**src/rtl/xfer_gate_pkg.sv**
```systemverilog
package xfer_gate_pkg;

    // Bit position of the flag inside the control register
    localparam int unsigned FLAG_BIT = 0;

    // Decoded bus access for the current cycle
    typedef struct packed {
        logic rd_any;   // any read strobe
        logic rd_hit;   // read aimed at the control register
        logic wr_hit;   // write aimed at the control register
        logic clr_req;  // write to control register with flag bit 0
    } bus_op_t;

    typedef enum logic {
        GATE_IDLE = 1'b0,
        GATE_BUSY = 1'b1
    } gate_state_t;

endpackage

```
**src/rtl/xfer_bus_decode.sv**
```systemverilog
module xfer_bus_decode
    import xfer_gate_pkg::*;
#(
    parameter int unsigned ADDR_W = 8,
    parameter int unsigned DATA_W = 8,
    parameter logic [ADDR_W-1:0] CTRL_ADDR = ADDR_W'('h80)
) (
    input  logic [ADDR_W-1:0] bus_addr,
    input  logic              bus_wr,
    input  logic              bus_rd,
    input  logic [DATA_W-1:0] bus_wdata,
    output bus_op_t           op
);
    localparam logic [DATA_W-1:0] FLAG_MASK = {{(DATA_W-1){1'b0}}, 1'b1} << FLAG_BIT;

    logic addr_hit;

    always_comb begin
        addr_hit   = (bus_addr == CTRL_ADDR);
        op.rd_any  = bus_rd;
        op.rd_hit  = bus_rd && addr_hit;
        op.wr_hit  = bus_wr && addr_hit;
        // Only the flag position matters; reserved bits are masked away
        op.clr_req = op.wr_hit && ((bus_wdata & FLAG_MASK) == '0);
    end
endmodule

```
**src/rtl/xfer_nmi_flag.sv**
```systemverilog
module xfer_nmi_flag
    import xfer_gate_pkg::*;
#(
    parameter int unsigned NUM_SRC = 4
) (
    input  logic               clk,
    input  logic               rst,
    input  logic [NUM_SRC-1:0] src,
    input  bus_op_t            op,
    output logic               flag
);
    logic [NUM_SRC:0] src_chain;
    logic             src_any;
    logic             flag_q;
    logic             armed_q;

    assign src_chain[0] = 1'b0;
    for (genvar g = 0; g < NUM_SRC; g++) begin : g_src_or
        assign src_chain[g+1] = src_chain[g] | src[g];
    end
    assign src_any = src_chain[NUM_SRC];

    always_ff @(posedge clk) begin
        if (rst) begin
            flag_q  <= 1'b0;
            armed_q <= 1'b0;
        end else begin
            // A new event dominates a clear in the same cycle
            if (src_any) begin
                flag_q <= 1'b1;
            end else if (op.clr_req && armed_q) begin
                flag_q <= 1'b0;
            end
            // Every write disarms; a read arms with the value it returns
            if (op.wr_hit) begin
                armed_q <= 1'b0;
            end else if (op.rd_hit) begin
                armed_q <= flag_q;
            end
        end
    end

    assign flag = flag_q;
endmodule

```
**src/rtl/xfer_rd_port.sv**
```systemverilog
module xfer_rd_port
    import xfer_gate_pkg::*;
#(
    parameter int unsigned DATA_W = 8
) (
    input  logic              clk,
    input  logic              rst,
    input  bus_op_t           op,
    input  logic              flag,
    output logic [DATA_W-1:0] rdata
);
    localparam logic [DATA_W-1:0] FLAG_MASK = {{(DATA_W-1){1'b0}}, 1'b1} << FLAG_BIT;

    logic [DATA_W-1:0] rdata_q;

    always_ff @(posedge clk) begin
        if (rst) begin
            rdata_q <= '0;
        end else if (op.rd_any) begin
            rdata_q <= (op.rd_hit && flag) ? FLAG_MASK : '0;
        end
    end

    assign rdata = rdata_q;
endmodule

```
**src/rtl/xfer_act_gate.sv**
```systemverilog
module xfer_act_gate
    import xfer_gate_pkg::*;
(
    input  logic clk,
    input  logic rst,
    input  logic req,
    input  logic done,
    input  logic flag,
    output logic grant,
    output logic busy
);
    gate_state_t state_q, state_d;
    logic        grant_q, grant_d;

    always_comb begin
        state_d = state_q;
        grant_d = 1'b0;
        case (state_q)
            GATE_IDLE: begin
                if (req && !flag) begin
                    grant_d = 1'b1;
                    state_d = GATE_BUSY;
                end
            end
            GATE_BUSY: begin
                if (done) begin
                    state_d = GATE_IDLE;
                end
            end
            default: state_d = GATE_IDLE;
        endcase
    end

    always_ff @(posedge clk) begin
        if (rst) begin
            state_q <= GATE_IDLE;
            grant_q <= 1'b0;
        end else begin
            state_q <= state_d;
            grant_q <= grant_d;
        end
    end

    assign grant = grant_q;
    assign busy  = (state_q == GATE_BUSY);
endmodule

```
**src/rtl/xfer_nmi_gate.sv**
```systemverilog
module xfer_nmi_gate
    import xfer_gate_pkg::*;
#(
    parameter int unsigned ADDR_W  = 8,
    parameter int unsigned DATA_W  = 8,
    parameter int unsigned NUM_SRC = 4,
    parameter logic [ADDR_W-1:0] CTRL_ADDR = ADDR_W'('h80)
) (
    input  logic               clk,
    input  logic               rst,
    input  logic [ADDR_W-1:0]  bus_addr,
    input  logic               bus_wr,
    input  logic               bus_rd,
    input  logic [DATA_W-1:0]  bus_wdata,
    output logic [DATA_W-1:0]  bus_rdata,
    input  logic [NUM_SRC-1:0] nmi_src,
    output logic               nmi_flag,
    input  logic               act_req,
    input  logic               xfer_done,
    output logic               act_grant,
    output logic               xfer_busy
);
    bus_op_t op;

    xfer_bus_decode #(
        .ADDR_W    (ADDR_W),
        .DATA_W    (DATA_W),
        .CTRL_ADDR (CTRL_ADDR)
    ) u_decode (
        .bus_addr  (bus_addr),
        .bus_wr    (bus_wr),
        .bus_rd    (bus_rd),
        .bus_wdata (bus_wdata),
        .op        (op)
    );

    xfer_nmi_flag #(
        .NUM_SRC (NUM_SRC)
    ) u_flag (
        .clk  (clk),
        .rst  (rst),
        .src  (nmi_src),
        .op   (op),
        .flag (nmi_flag)
    );

    xfer_rd_port #(
        .DATA_W (DATA_W)
    ) u_rd (
        .clk   (clk),
        .rst   (rst),
        .op    (op),
        .flag  (nmi_flag),
        .rdata (bus_rdata)
    );

    xfer_act_gate u_gate (
        .clk   (clk),
        .rst   (rst),
        .req   (act_req),
        .done  (xfer_done),
        .flag  (nmi_flag),
        .grant (act_grant),
        .busy  (xfer_busy)
    );
endmodule

```
**config.mk**
```make
export PLATFORM = sky130hd
export DESIGN_NAME = xfer_nmi_gate
export DESIGN_NICKNAME = d
export VERILOG_FILES = /design/src/rtl/xfer_gate_pkg.sv /design/src/rtl/xfer_bus_decode.sv /design/src/rtl/xfer_nmi_flag.sv /design/src/rtl/xfer_rd_port.sv /design/src/rtl/xfer_act_gate.sv /design/src/rtl/xfer_nmi_gate.sv
export SDC_FILE = /design/constraint.sdc
export NUM_CORES = 1
export LEC_CHECK = 0
export BUFFER_PORTS_ARGS = -buffer_cell sky130_fd_sc_hd__buf_4
export CAP_MARGIN = 40
export CORE_AREA = 10 10 47 49
export DETAILED_ROUTE_END_ITERATION = 10
export DIE_AREA = 0 0 57 59
export GPL_TIMING_DRIVEN = 0
export PLACE_DENSITY_LB_ADDON = 0.12
export SLEW_MARGIN = 20
export SYNTH_ARGS = -nofsm -noshare
export SYNTH_HDL_FRONTEND = slang
export SYNTH_SLANG_ARGS = --single-unit
```
**constraint.sdc**
```tcl
create_clock -name clk -period 3.4 [get_ports clk]
set_clock_uncertainty 0.05 [all_clocks]
set_input_delay 0.51 -clock clk [delete_from_list [all_inputs] [get_ports clk]]
set_output_delay 0.51 -clock clk [all_outputs]
set_load 0.1 [all_outputs]
```
Word level (Yosys, flattened, before mapping)
Cells that the tools add are included.

operators by class
  equal/unequal tests = 1
  muxes and demuxes = 6
  bitwise operators = 4
  reduce and logical (&&, ||, !) cells = 11

operators with widths
  kind                                   count
  == test 8 bit (second input constant)  1
  logical NOT 8 bit                      1
  logical AND 1 bit                      6
  2-to-1 mux 1 bit                       5
  OR reduction 2 bit                     2
  OR 1 bit                               3
  case mux 1 bit (2 select lines)        1
  nonzero test 2 bit                     1
  logical NOT 1 bit                      1
  inverter 1 bit                         1

word-level totals
  flip-flop bits (word level) = 12
  output and inout bits = 11
  word-level logic and storage cells = 27

Longest topological paths before layout
  depth in word-level cells = 6
  depth in mapped cells = 3
  mapped depth without buffers = 3

Hierarchy
From an unflattened synthesis, not the netlist that was laid out.

second synthesis, totals
  cell total of the unflattened synthesis = 32
  area total of the unflattened synthesis = 305.3 um^2

by module, submodules not included
  module           times used  cells an instance  area an instance (um^2)  sequential area each (um^2)
  xfer_rd_port     1           12                 96.3                     20.0
  xfer_act_gate    1           5                  77.6                     40.0
  xfer_nmi_flag    1           7                  76.3                     40.0
  xfer_bus_decode  1           8                  55.1                     0.0

Least setup slack after synthesis
OpenSTA, ideal clock, no wires.

  path type = in2reg
  start = input port bus_addr[5]
  end = register u_flag.armed_q
  library setup time = 74 ps
  arrival = 1,686 ps
  required time = 3,276 ps
  slack = 1,590 ps
  cell stages on the path = 3
  path buffers = 0
  cell sequence = or4b_1 or4_1 a31oi_1

on the way
  word-level cells in the longest chain between the ends = 3
  elaborated cells between the ends (all ways) = 4

RTL lines
  element                              line                   source
  from (decl)                          xfer_nmi_gate.sv:11    input logic [ADDR_W-1:0] bus_addr,
  == test 8 bit *                      xfer_bus_decode.sv:19  addr_hit = (bus_addr == CTRL_ADDR);
  logical AND 1 bit                    xfer_bus_decode.sv:22  op.wr_hit = bus_wr && addr_hit;
  OR reduction 2 bit (no source line)  --
  to (signal assigned)                 xfer_nmi_flag.sv:38    armed_q <= flag_q;
  to (decl)                            xfer_nmi_flag.sv:15    logic armed_q;

Every way passes the cells marked *; elsewhere a longest branch is shown, timed or not.
A chain may end at the register's enable or synchronous reset.

Final worst setup path
Ends and elaborated chain as after synthesis.

==> run summary <==
Number of antenna violations at the first check in global routing -> 0
Die Y-Extent -> 59 um
Area enclosed by the die boundary -> 3360 sq um
FF+latch count, synth -> 5
Layout cell share with drive strength beyond 1 -> 52.4%
Count of inserted antenna diode cells -> 0
First-pass GRT wire length -> 1.47 mm
Layout filler cell count -> 151
Period Utilization, post-route -> 51.2%
Power Total -> 0.000210 W
Setup bufs post-CTS -> 0
Worst min-delay path class -> flop to flop
Setup TNS -> 0 ns
Total routing usage reported by global routing -> 5.64%
Root buffer selected by CTS -> sky130_fd_sc_hd__clkbuf_4
Die W -> 57 um
RSZ-0062 raised after global routing -> false
Total clock buffers created by CTS -> 3
Latest clock arrival within the worst-skew pair -> 0.24 ns
Clock-pin slew reported for the worst setup and hold paths after clock tree synthesis -> 0.04 ns
H-tree depth -> 1
Final critical path time including I/O delays and setup -> 1.74 ns
Number of cells on the worst reg-to-reg path -> 3
# port buffers -> 22
Number of nets still failing antenna checks after routing -> 0
DRC violations left -> 0
Lkg Pwr -> 0.249 nW
Worst setup SP type -> primary input
Area Growth Syn to Fin -> 85.8%
Placed wire-length estimate -> 798 um
Buffer levels on the longest clock path -> 2
Aggregate routed wire length -> 899 um
Setup crit end kind -> flop
CTS tree -> done
Pins over their slew limit -> 0
Worst setup path endpoint -> u_flag.armed_q
Maximum number of pins on one net before global-route repair -> 6
Setup Viol. Count Final -> 0
Arrival time at the worst endpoint -> 1.86 ns
Reg2reg end -> u_flag.armed_q
Placed cell areas -> 480 sq um
Clock tree sinks -> 5
Via count of the first global-routing pass -> 350
Cell Area, Synth -> 273 sq um
Post-synth cell types -> 19
Floorplan row count -> 14
Reg2reg setup slack -> 2.23 ns
Max-cap violations -> 0
Overflow after GRT -> 0
Areal power density over the cells -> 414 nW/um^2
Yosys warnings -> 0
Number of cells traversed by the worst hold path -> 1
Via Count -> 303
Maximum fanout count along the critical path -> 4
Vias per cell -> 3.84
Count of TritonRoute iterations in the first routing pass -> 3
Per-cell routed wire length -> 11.4 um
Count of routing violations after the opening detailed-route iteration -> 5
Sequential cell area fraction in the yosys report -> 36.7%
Worst setup path category -> primary input to flop
Share of the core filled with cells -> 36.2%
Required time of the critical path -> 3.52 ns
Weighted congestion at the end of routability-driven global placement -> 0.630
# IOs -> 37
Hold_ws -> 0.408 ns
Setup crit start -> bus_addr[5]
Std-Cell Core Area -> 1400 sq um
Worst reg2reg path startpoint -> u_flag.flag
Peak Freq -> 0.574 GHz
Post-synthesis area per instance -> 8.80 sq um
Number of buffers inserted for hold repair after clock tree synthesis -> 0
Fin area -> 507 sq um
Final net count -> 90
Final Hold Viols -> 0
Synth Instances -> 31
Initial core utilization -> 19.5%
Post-cts repair resize count -> 0
VDD IR max -> 0.146 mV
Outcome -> complete, no violations
==> cell usage after synthesis, drive strengths merged <==
library cell / count / area [sq um]
nor4: 1 / 6.26
or4: 2 / 18.8
dfxtp: 5 / 100
or4b: 1 / 10.0
o41ai: 1 / 8.76
a21oi: 1 / 5.00
nor2: 1 / 3.75
o21ai: 1 / 5.00
conb: 1 / 3.75
inv: 1 / 3.75
or2: 1 / 6.26
nor4b: 1 / 8.76
nor2b: 1 / 6.26
nor3b: 1 / 7.51
nand2: 3 / 11.3
o32ai: 1 / 8.76
a31oi: 1 / 6.26
buf: 7 / 52.6
==> cell families after synthesis <==
logic type      after synthesis  synth area share (%)
compound gates                5                  12.4
buf+inv                       8                  20.6
flops                         5                  36.7
other cells                   1                  1.37
simple gates                 12                  28.9
==> area by class of cell <==
cell class / instances / area, sq um / share of cell area [%]
timing repair buffer: 22 / 165 / 32.6
buffer: 7 / 52.6 / 10.4
clock buffer: 4 / 26.3 / 5.19
tap: 16 / 20.0 / 3.95
sequential: 5 / 100 / 19.8
inverter: 1 / 3.75 / 0.741
multi-input combinational: 24 / 139 / 27.4
==> placed cells by master (no fill, tap or decap) <==
cell type / instances
sky130_fd_sc_hd__nor4b_1: 1
sky130_fd_sc_hd__inv_1: 1
sky130_fd_sc_hd__o41ai_1: 1
sky130_fd_sc_hd__o32ai_1: 1
sky130_fd_sc_hd__nor2b_1: 1
sky130_fd_sc_hd__clkbuf_4: 3
sky130_fd_sc_hd__dfxtp_1: 5
sky130_fd_sc_hd__or4_1: 1
sky130_fd_sc_hd__or4_4: 1
sky130_fd_sc_hd__clkbuf_1: 1
sky130_fd_sc_hd__a21oi_1: 1
sky130_fd_sc_hd__o21ai_0: 1
sky130_fd_sc_hd__or2_1: 1
sky130_fd_sc_hd__buf_4: 29
sky130_fd_sc_hd__nand2_1: 3
sky130_fd_sc_hd__a31oi_1: 1
sky130_fd_sc_hd__nor3b_1: 1
sky130_fd_sc_hd__conb_1: 7
sky130_fd_sc_hd__or4b_1: 1
sky130_fd_sc_hd__nor4_1: 1
sky130_fd_sc_hd__nor2_1: 1
==> per-stage QoR <==
stage	setup slack [ns]	instances
after floorplan	1.59	37
after global placement	1.41	75
after detailed placement	1.41	75
after CTS	1.66	79
after global routing	1.61	79
final	1.66	79
==> worst min path at each step <==
stage / slack, ns / end / from
after detailed placement: 0.40 / u_gate.grant / u_gate.busy
after global placement: 0.41 / u_gate.grant / u_gate.busy
after CTS: 0.41 / u_flag.flag / rst
final: 0.41 / u_gate.grant / u_gate.busy
after global routing: 0.42 / u_flag.armed_q / rst
after floorplan: 0.39 / u_flag.armed_q / u_flag.armed_q
==> metal layers <==
metal / up-vias / global-route usage [%] / wire length, um
met5: - / 0 / 0
met4: 0 / 3.02 / 5
met3: 2 / 4.51 / 122
met2: 16 / 8.53 / 431
met1: 124 / 5.39 / 340
li1: 161 / - / -
==> critical path: stages <==
cell and delay (ns):
sky130_fd_sc_hd__buf_4 0.10, sky130_fd_sc_hd__or4b_1 0.58, sky130_fd_sc_hd__or4_1 0.50, sky130_fd_sc_hd__a31oi_1 0.17
==> where the power goes <==
group | internal [W] | switching, W | total (W)
clock | 0.0000443 | 0.0000237 | 0.0000681
combinational | 0.0000235 | 0.0000559 | 0.0000793
sequential | 0.0000609 | 0.00000156 | 0.0000625
total | 0.000129 | 0.0000812 | 0.000210
==> sequential cells by signal (all words and copies together) (netlist names) <==
| register | cells |
|---|---|
| u_gate.busy | 1 |
| u_flag.flag | 1 |
| u_rd.rdata | 1 |
| u_gate.grant | 1 |
| u_flag.armed_q | 1 |
Note: power is estimated with default switching activity, not from simulation.
